## config.mk

```make
export PLATFORM = sky130hd
export DESIGN_NAME = pkt_track
export DESIGN_NICKNAME = d
export VERILOG_FILES = /design/src/rtl/pkt_track_pkg.sv /design/src/rtl/pkt_track_ctrl.sv /design/src/rtl/pkt_track_dp.sv /design/src/rtl/pkt_track.sv
export SDC_FILE = /design/constraint.sdc
export NUM_CORES = 1
export LEC_CHECK = 0
export CAP_MARGIN = 5
export CORE_MARGIN = 3
export CORE_UTILIZATION = 47
export DETAILED_ROUTE_END_ITERATION = 6
export GPL_TIMING_DRIVEN = 1
export MAX_ROUTING_LAYER = met4
export PLACE_DENSITY = 0.79
export SLEW_MARGIN = 30
export SYNTH_ARGS = -nofsm -noshare
export SYNTH_HDL_FRONTEND = slang
export SYNTH_HIERARCHICAL = 1
export SYNTH_SLANG_ARGS = --single-unit
```

## constraint.sdc

```tcl
create_clock -name clk -period 4 [get_ports clk]
set_clock_uncertainty 0.1 [all_clocks]
set_input_delay 0.8 -clock clk [delete_from_list [all_inputs] [get_ports clk]]
set_output_delay 0.8 -clock clk [all_outputs]
set_load 0.01 [all_outputs]
```

## src/rtl/pkt_track_pkg.sv

```systemverilog
package pkt_track_pkg;
  localparam int WORD_W  = 36;
  localparam int START_B = 34;
  localparam int END_B   = 35;

  typedef struct packed {
    logic incPkt;
    logic decPkt;
    logic flagErr;
  } trk_strobe_t;
endpackage

```

## src/rtl/pkt_track_ctrl.sv

```systemverilog
module pkt_track_ctrl
  import pkt_track_pkg::*;
#(
  parameter int NUM_QUEUES = 16,
  parameter int QSEL_W     = 4
) (
  input  logic                  clk,
  input  logic                  rstN,
  input  logic                  wrEn,
  input  logic [QSEL_W-1:0]     wrQueue,
  input  logic [WORD_W-1:0]     wrData,
  input  logic                  rdEn,
  input  logic [WORD_W-1:0]     rdData,
  output trk_strobe_t           strobe,
  output logic [NUM_QUEUES-1:0] openVec
);
  logic startMark;
  logic endMark;
  logic curOpen;

  assign startMark = wrData[START_B];
  assign endMark   = wrData[END_B];
  assign curOpen   = openVec[wrQueue];

  always_comb begin
    strobe.incPkt  = wrEn & endMark;
    strobe.decPkt  = rdEn & rdData[END_B];
    strobe.flagErr = wrEn & ((startMark & curOpen) |
                             (endMark & ~startMark & ~curOpen));
  end

  for (genvar q = 0; q < NUM_QUEUES; q++) begin : gOpen
    always_ff @(posedge clk) begin
      if (!rstN) begin
        openVec[q] <= 1'b0;
      end else if (wrEn && (wrQueue == QSEL_W'(q))) begin
        if (endMark)        openVec[q] <= 1'b0;
        else if (startMark) openVec[q] <= 1'b1;
      end
    end
  end
endmodule

```

## src/rtl/pkt_track_dp.sv

```systemverilog
module pkt_track_dp
  import pkt_track_pkg::*;
#(
  parameter int NUM_QUEUES = 16,
  parameter int QSEL_W     = 4,
  parameter int CNT_W      = 12
) (
  input  logic                  clk,
  input  logic                  rstN,
  input  trk_strobe_t           strobe,
  input  logic [QSEL_W-1:0]     wrQueue,
  input  logic [QSEL_W-1:0]     rdQueue,
  output logic                  pktReady,
  output logic [NUM_QUEUES-1:0] errFlags
);
  localparam logic [CNT_W-1:0] CNT_MAX = {CNT_W{1'b1}};

  logic [NUM_QUEUES-1:0] haveNz;

  for (genvar q = 0; q < NUM_QUEUES; q++) begin : gCnt
    logic [CNT_W-1:0] pktCnt;
    logic             incHit;
    logic             decHit;

    assign incHit    = strobe.incPkt && (wrQueue == QSEL_W'(q));
    assign decHit    = strobe.decPkt && (rdQueue == QSEL_W'(q));
    assign haveNz[q] = (pktCnt != '0);

    always_ff @(posedge clk) begin
      if (!rstN) begin
        pktCnt <= '0;
      end else if (incHit && !decHit) begin
        if (pktCnt != CNT_MAX) pktCnt <= pktCnt + 1'b1;
      end else if (decHit && !incHit) begin
        if (pktCnt != '0) pktCnt <= pktCnt - 1'b1;
      end
    end

    always_ff @(posedge clk) begin
      if (!rstN)                                         errFlags[q] <= 1'b0;
      else if (strobe.flagErr && wrQueue == QSEL_W'(q))  errFlags[q] <= 1'b1;
    end
  end

  assign pktReady = haveNz[rdQueue];
endmodule

```

## src/rtl/pkt_track.sv

```systemverilog
module pkt_track
  import pkt_track_pkg::*;
#(
  parameter int NUM_QUEUES = 16,
  parameter int CNT_W      = 12,
  localparam int QSEL_W    = (NUM_QUEUES > 1) ? $clog2(NUM_QUEUES) : 1
) (
  input  logic                  clk,
  input  logic                  rstN,
  input  logic                  wrEn,
  input  logic [QSEL_W-1:0]     wrQueue,
  input  logic [35:0]           wrData,
  input  logic                  rdEn,
  input  logic [QSEL_W-1:0]     rdQueue,
  input  logic [35:0]           rdData,
  output logic                  pktReady,
  output logic [NUM_QUEUES-1:0] errFlags
);
  trk_strobe_t           strobe;
  logic [NUM_QUEUES-1:0] openVec;

  pkt_track_ctrl #(.NUM_QUEUES(NUM_QUEUES), .QSEL_W(QSEL_W)) uCtrl (
    .clk(clk), .rstN(rstN), .wrEn(wrEn), .wrQueue(wrQueue), .wrData(wrData),
    .rdEn(rdEn), .rdData(rdData), .strobe(strobe), .openVec(openVec)
  );

  pkt_track_dp #(.NUM_QUEUES(NUM_QUEUES), .QSEL_W(QSEL_W), .CNT_W(CNT_W)) uDp (
    .clk(clk), .rstN(rstN), .strobe(strobe), .wrQueue(wrQueue),
    .rdQueue(rdQueue), .pktReady(pktReady), .errFlags(errFlags)
  );
endmodule

```

Yosys cells after proc, flatten, opt, wreduce, memory -nomap -nowiden
Index checks and enable logic that the tools add are counted. W data, S select, Z words.

Bits in registers: 224. Bits of input ports: 84. Output and inout bits: 17. Word-level logic and storage cells: 434.

Add/subtract/negate cells: 32. $lt $le $gt $ge: 2. Equal/unequal tests: 62. Muxes and demuxes: 70. Bitwise logic cells: 9. Reduce and logical (&&, ||, !) cells: 211.

Operators by type and width (count): $mux W12 (64); $add A12 B1 Y12 const B (16); $ne A12 B12 Y1 const B (16); $reduce_bool A12 Y1 (16); $sub A12 B1 Y12 const B (16); $logic_and A1 B1 Y1 (96); $reduce_bool A2 Y1 (33); $eq A4 B4 Y1 const B (16); $reduce_and A3 Y1 (16); $eq A4 B3 Y1 const B (8); $logic_not A1 Y1 (32); $ne A2 B2 Y1 const B (16); $reduce_and A2 Y1 (16); $eq A4 B2 Y1 const B (4); $lt A4 B5 Y1 const B (2); $bmux W1 S4 (2); $eq A4 B1 Y1 const B (2); $logic_not A4 Y1 (2); $and A1 B1 Y1 (6); $mux W1 (4); $not A1 Y1 (2); $or A1 B1 Y1 (1).

Depth between registers and ports, before layout
Gate-level depths: netlist (run 1).

Word-level depth: 7. Mapped depth: 15. Mapped depth without buffers: 12.

Hierarchy
The synthesis (run 1) kept the hierarchy.

Modules (own cells, without submodules): pkt_track_dp (times used 1, cells each 1848, area each 15960.3 µm², seq. area each 4164.0 µm²); pkt_track_ctrl (times used 1, cells each 88, area each 832.0 µm², seq. area each 320.3 µm²).

Worst setup path before layout (run 1)
Ideal clock, no wire load.

Path kind: input port to flip-flop. From: in wrData[35]. To: reg uDp.gCnt[4].pktCnt[11]. Library setup time: 72 ps. Arrival: 4028 ps. Required time: 3828 ps. Setup slack: -200 ps. Cell stages on the path: 13. Buffers on the path: 2. Cells stage by stage: clkbuf_1 -> buf_1 -> and2_1 -> nor3b_4 -> nand2_1 -> or2_2 -> ha_1 -> a2111o_1 -> a21o_1 -> a2111oi_0 -> nor3_1 -> mux2i_1 -> mux2i_1.

RTL lines: from (decl) (RTL line pkt_track.sv:12) `input logic [35:0] wrData,`; to (signal assigned) (RTL line pkt_track_dp.sv:33) `if (pktCnt != CNT_MAX) pktCnt <= pktCnt + 1'b1;`; to (signal assigned) (RTL line pkt_track_dp.sv:35) `if (pktCnt != '0) pktCnt <= pktCnt - 1'b1;`; to (decl) (RTL line pkt_track_dp.sv:21) `logic [CNT_W-1:0] pktCnt;`.

Worst setup path after layout (run 1)
From: reg uDp.gCnt[10].pktCnt[0]. To: out pktReady.

Cells in the longest elaborated chain, start to end: 3.

Ends and longest elaborated chain: from (decl) (RTL line pkt_track_dp.sv:21); from (signal assigned) (RTL line pkt_track_dp.sv:33); from (signal assigned) (RTL line pkt_track_dp.sv:35); $reduce_bool A12 Y1 (RTL line pkt_track_dp.sv:27) `assign haveNz[q] = (pktCnt != '0);`; $bmux W1 S4 (RTL line pkt_track_dp.sv:45) `assign pktReady = haveNz[rdQueue];`; $mux W1 (not written as such) (RTL line pkt_track_dp.sv:45); to (decl) (RTL line pkt_track.sv:16) `output logic pktReady,`.

Every way passes these cells. The select of a mux whose other input is x is not followed.

==> flow_summary.json, run 1 <==
{
  "status": "finished clean",
  "dieArea_um2": 38030,
  "drt_iter0_markers": 918,
  "area_growth_pct": 25.94,
  "tightest_slew_ps": 776.6,
  "setup_violations": 0,
  "grt_use_met1_pct": 27.03,
  "placed_area_um2": 20140,
  "hold_depth": 2,
  "slew_violations": 0,
  "slowest_stage": "mux4_2",
  "holdWs_ps": 380.7,
  "synth_top_family_by_area": "simple AND/OR/NAND/NOR gates",
  "stdcell_area_um2": 21150,
  "synth_mux_area_share_pct": 10.03,
  "syn_inst": 1936,
  "finalHoldViolations": 0,
  "synth-main-ff-cell": "dfxtp_1",
  "synth-edff-count": 0,
  "reg2reg_from": "uCtrl/openVec[4]",
  "syn_area_um2": 16790,
  "nNetsFinal": 2569,
  "grt_start_max_net_pins": 129,
  "cp_cell_sequence": "nor4_1, and3_1, inv_1, mux4_2, o22ai_1, nor2_1, clkdlybuf4s50_1",
  "core_region_area_um2": 34880,
  "maxCapViolCount": 0,
  "rows": 68,
  "fin_crit_ps": 3931,
  "clock_path_buffers": 3,
  "min_to": "uDp/errFlags[5]",
  "cp-start-kind": "flip-flop",
  "avgSynthCellArea_um2": 8.674,
  "fin_util_pct": 60.62,
  "synth_top_area_share_pct": 26.70,
  "fin_tns_setup_ps": 0,
  "drcViolationCount": 0,
  "dp.cells": 2732,
  "synthAdderAreaFrac_pct": 13.98,
  "cp_data_arrival_time_ps": 3030,
  "yosys.area_share.simple_pct": 20.18,
  "cts_sinks": 224,
  "antenna_found_initial": 1,
  "use_met3_pct": 3.520,
  "overflow": 0,
  "relSlewSlack_pct": 48.23,
  "routedWlPerCell_um": 15.70,
  "fill_cells": 2855,
  "synth_compound_area_share_pct": 19.25,
  "routed-via-count": 16450,
  "htreeDepth": 1,
  "yosysSeqAreaShare_pct": 26.70,
  "power_density_nw_per_um2": 275.6,
  "path_clk_slew_ps": 60,
  "ctsResizeCount": 1,
  "cts_tree": "done",
  "fp.dieW_um": 195.0,
  "p_leak_nw": 9.514,
  "synth_top_area_cell": "dfxtp_1",
  "finalCritPeriodShare_pct": 98.28,
  "syn-num-nets": 2198,
  "max_stage_delay_ps": 510,
  "dp_hpwl_um": 32400,
  "register_area_um2": 4484,
  "gp_congestion": 0.9252,
  "fmax_ghz": 0.2544,
  "path_class": "reg -> out",
  "synthArstFlopShare_pct": 0,
  "place.port_buffers": 31,
  "fin_cells": 2786,
  "ys_types": 71,
  "reg2reg_depth": 8,
  "rsz0062_at_grt": "no",
  "top_usage_layer": "met2",
  "hp-class": "reg -> reg",
  "synth_seq_cells": 224,
  "grt_pass1_wl_um": 73730,
  "cp_max_fo": 6,
  "ctsHoldBuffers": 0,
  "synth-xor-area-share_pct": 7.250,
  "cts_root_buf": "clkbuf_16",
  "start_util_pct": 48.14,
  "ioPinCount": 101,
  "antenna_left": 0,
  "grt_pass1_vias": 16350,
  "required_ps": 3100,
  "synth_area_leaders": "dfxtp_1 (27%), ha_1 (12%), mux2i_1 (8.3%)",
  "cp-end-kind": "output port",
  "drive_gt1_share_pct": 20.09,
  "first_pass_iters": 6,
  "met2_usage_pct": 39.33,
  "r2r_end": "uDp/errFlags[0]",
  "cts_buffers": 28,
  "yosys_warnings": 6,
  "die_y_um": 195.0,
  "startpoint": "uDp/gCnt[10].pktCnt[0]",
  "grt_use_total_pct": 22.73,
  "cts_setup_buffers": 0,
  "multi_input_area_um2": 11910,
  "wl_um": 43740,
  "reg2reg_slack_ps": 1310,
  "holdCritStartpoint": "uDp/errFlags[5]",
  "viasPerCell": 5.906,
  "clk_latency_ps": 570,
  "ir_drop_uv": 377.2
}
==> placed cells by master, fill, tap and decap left out, drive strengths merged, types with 35 or more instances in the layout <==
master	instances
o211ai	40
nor4	51
xor2	57
nand2	87
a21oi	102
a211oi	58
xnor2	82
dfxtp	224
o21ai	70
ha	162
a21o	81
nor2	258
nor3	64
buf	372
mux2i	139
nand4	68
clkbuf	35
==> sequential cells by signal (all words and copies together), names as in the netlist <==
| register | cells |
|---|---|
| uDp/gCnt.pktCnt | 192 |
| uCtrl/openVec | 16 |
| uDp/errFlags | 16 |
==> cell usage after synthesis (15+ instances only) <==
library cell	n
o21bai_1	21
mux2i_1	139
o21ai_0	68
o211ai_1	38
nand3_1	30
fa_1	16
nor3_1	64
a21oi_1	102
nand2_1	87
a21o_1	81
dfxtp_1	224
clkbuf_1	30
nor4_1	51
xor2_1	57
ha_1	162
a211oi_1	58
nand2b_1	22
nor2_1	257
xnor2_1	82
nand4_1	68
nand3b_1	17
inv_1	30
and4_1	15
a2111oi_0	15
a31oi_1	27
==> stage by stage <==
stage	setup WS (ps)	total power [mW]
after floorplan	2.391	2.943
after global placement	-391.3	3.210
after detailed placement	-496.2	3.244
after CTS	5.423	5.866
after global routing	6.109	6.056
final	68.69	5.829
==> per-layer routing <==
layer | wire [um] | part of all wire [%]
met1 | 19020 | 43
met2 | 21080 | 48
met3 | 2171 | 5.0
met4 | 1474 | 3.4
met5 | 0 | 0
==> power breakdown <==
| group | leakage [nW] | internal (mW) | switching (mW) |
|---|---|---|---|
| sequential | 1.81 | 2.26 | 0.0390 |
| clock | 0.471 | 1.56 | 1.05 |
| combinational | 7.24 | 0.440 | 0.477 |
==> worst max-delay path by stage <==
| stage | to | slack [ps] |
|---|---|---|
| floorplan | uDp/gCnt[1].pktCnt[11] | 2 |
| global placement | uDp/gCnt[3].pktCnt[11] | -390 |
| detailed placement | uDp/gCnt[4].pktCnt[11] | -500 |
| CTS | uDp/gCnt[4].pktCnt[11] | 5 |
| global route | pktReady | 6 |
| finish | pktReady | 70 |
==> worst max-delay path: cells and delay by family, from the launching register on <==
kind            cells  cell delay [ps]
simple gates        3              790
flops               1              370
compound gates      1              140
buf+inv             2              630
mux                 1              510
==> cell families (layout without fill, tap and decap cells) <==
kind of cell             after synthesis  count (layout)
flip-flops                           224             224
multiplexers                         155             155
other                                  0               2
AND/OR/NAND/NOR                      676             676
XOR/XNOR                             139             139
buffers and inverters                 92             485
adder cells (fa/ha/maj)              178             178
AO/OA/AOI/OAI                        472             472
==> area by class of cell <==
| cell class | instances | area share [%] |
|---|---|---|
| tap | 455 | 2.692 |
| clock inverter | 17 | 0.9052 |
| multi-input combinational | 1620 | 56.32 |
| inverter | 31 | 0.5857 |
| sequential | 224 | 21.20 |
| timing repair buffer | 402 | 14.64 |
| antenna | 2 | 0.02367 |
| clock buffer | 35 | 3.627 |
Power figures use the tool's default switching activity.
==> run 2, diff against run 1 <==
--- a/config.mk
+++ b/config.mk
@@ -9,9 +9,11 @@
 export CORE_MARGIN = 3
 export CORE_UTILIZATION = 47
 export DETAILED_ROUTE_END_ITERATION = 6
+export DONT_BUFFER_PORTS = 1
+export GPL_ROUTABILITY_DRIVEN = 0
 export GPL_TIMING_DRIVEN = 1
 export MAX_ROUTING_LAYER = met4
-export PLACE_DENSITY = 0.79
+export PLACE_DENSITY = 0.75
 export SLEW_MARGIN = 30
 export SYNTH_ARGS = -nofsm -noshare
 export SYNTH_HDL_FRONTEND = slang
==> run 2 against run 1 <==
Effect of this change:
- maximum frequency increased by 9.6%
- sequential power about the same
- setup slack improved by 350 ps
- highest routed layer unchanged
==> flow_summary.json, run 2 (same netlist as run 1, synthesis figures left out) <==
{
  "top_usage_layer": "met2",
  "timing.final.ws_setup_ps": 414.5,
  "overflow": 0,
  "grt_pass1_wl_um": 63650,
  "first_pass_iters": 5,
  "grt_use_met1_pct": 25.16,
  "cts_tree": "done",
  "critical_path_buf_inv_count": 0,
  "cts_buffers": 27,
  "cp_cell_sequence": "and2_1, nand3b_1, nor2_1, or2_2, ha_1, a2111o_1, a21o_1, a2111oi_0, nor3_1, mux2i_1, mux2i_1",
  "power_density_nw_per_um2": 301.3,
  "clk_latency_ps": 540,
  "htreeDepth": 1,
  "core_region_area_um2": 34880,
  "slew_violations": 0,
  "ir_drop_uv": 278.3,
  "drcViolationCount": 0,
  "rsz0062_at_grt": "no",
  "clock_path_buffers": 3,
  "place.port_buffers": 0,
  "cp-start-kind": "input port",
  "relSlewSlack_pct": 42.58,
  "fin_crit_ps": 3585,
  "met2_usage_pct": 31.97,
  "dieArea_um2": 38030,
  "drt_iter0_markers": 765,
  "cp_common_cell": "mux2i_1",
  "fill_cells": 3150,
  "ioPinCount": 101,
  "fp.dieW_um": 195.0,
  "finalHoldViolations": 0,
  "layout_commonest_cell": "nor2_1",
  "die_y_um": 195.0,
  "tightest_slew_ps": 861.3,
  "grt_start_max_net_pins": 90,
  "routedWlPerCell_um": 15.46,
  "status": "finished clean",
  "diodes": 0,
  "regMostFlops": "uDp/gCnt.pktCnt",
  "fmax_ghz": 0.2789,
  "ctsResizeCount": 0,
  "use_met3_pct": 3.330,
  "antenna_found_initial": 0,
  "required_ps": 4370,
  "path_class": "in -> reg",
  "nNetsFinal": 2205,
  "start_util_pct": 48.14,
  "rows": 68,
  "viasPerCell": 5.972,
  "dp_hpwl_um": 26800,
  "path_clk_slew_ps": 60,
  "cp-end-kind": "flip-flop",
  "dp_slack_ps": -17.61,
  "fin_util_pct": 52.45,
  "cts_root_buf": "clkbuf_16",
  "largest_reg_flops": 192,
  "critPathTopFamily": "simple AND/OR/NAND/NOR gates",
  "finalCritPeriodShare_pct": 89.64,
  "cp_max_fo": 8,
  "ctsHoldBuffers": 0,
  "area_growth_pct": 8.948,
  "p_leak_nw": 7.825,
  "drive_gt1_share_pct": 6.116,
  "cts_sinks": 224,
  "maxCapViolCount": 0,
  "wl_um": 37370,
  "antenna_left": 0,
  "cp_data_arrival_time_ps": 3950,
  "cts_setup_buffers": 0,
  "grt_use_total_pct": 19.47,
  "max_stage_delay_ps": 540,
  "slowest_stage": "a2111oi_0",
  "final_cell_mix": "nor2_1 (257), dfxtp_1 (224), ha_1 (162)",
  "setup_violations": 0,
  "routed-via-count": 14440,
  "grt_pass1_vias": 13850,
  "top_regs": "uDp/gCnt.pktCnt (192), uCtrl/openVec (16), uDp/errFlags (16)",
  "power_mw": 5.512,
  "hp-class": "in -> reg"
}
run 2: cell types whose count changed in the layout (fill, tap and decap cells not counted), sizes merged:
cell / before / now
clkbuf: 35 / 39
buf: 372 / 39
clkinv: 12 / 6
clkinvlp: 2 / 1
clkdlybuf4s50: 29 / 0
diode: 2 / 0
dlymetal6s2s: 1 / 0
bufinv: 3 / 2
run 2: cell type report:
class | instances | area [um^2] | area share (%)
multi-input combinational | 1620 | 11870 | 64.89
inverter | 31 | 121.4 | 0.6634
clock inverter | 9 | 105.1 | 0.5745
tap | 455 | 569.3 | 3.112
sequential | 224 | 4484 | 24.51
timing repair buffer | 39 | 342.8 | 1.874
clock buffer | 39 | 800.8 | 4.377
run 2: power breakdown:
part | leakage (nW) | switching [mW] | internal, mW | total [mW]
registers | 1.81 | 0.0380 | 2.26 | 2.30
clock network | 0.448 | 0.977 | 1.51 | 2.49
logic | 5.57 | 0.397 | 0.327 | 0.723
total | 7.83 | 1.41 | 4.10 | 5.51
run 2: metrics by stage:
step | TNS [ps] | hold slack (ps) | instance area (um^2) | instances
global placement | 0 | 369.5 | 17390 | 2369
finish | 0 | 249.9 | 18300 | 2417
detailed placement | -17.61 | 374.1 | 17390 | 2369
CTS | 0 | 231.9 | 18300 | 2417
global route | 0 | 225.7 | 18300 | 2417
floorplan | 0 | 355.2 | 16790 | 1936
run 2: path summary, 6_finish.rpt:
check | startpoint | end | slack, ps | cells after the start
setup / recovery | rdEn | uDp/gCnt[9].pktCnt[11] | 410 | 11
hold / removal | wrData[35] | uCtrl/openVec[9] | 250 | 1
setup reg to reg | uCtrl/openVec[8] | uDp/errFlags[12] | 1170 | 7
hold reg to reg | uDp/gCnt[8].pktCnt[11] | uDp/gCnt[8].pktCnt[11] | 380 | 2
run 2: metal layers:
| layer | routed length (um) | up-vias |
|---|---|---|
| li1 | - | 7335 |
| met1 | 17470 | 6772 |
| met2 | 17190 | 274 |
| met3 | 1995 | 54 |
| met4 | 721 | 0 |
| met5 | 0 | - |
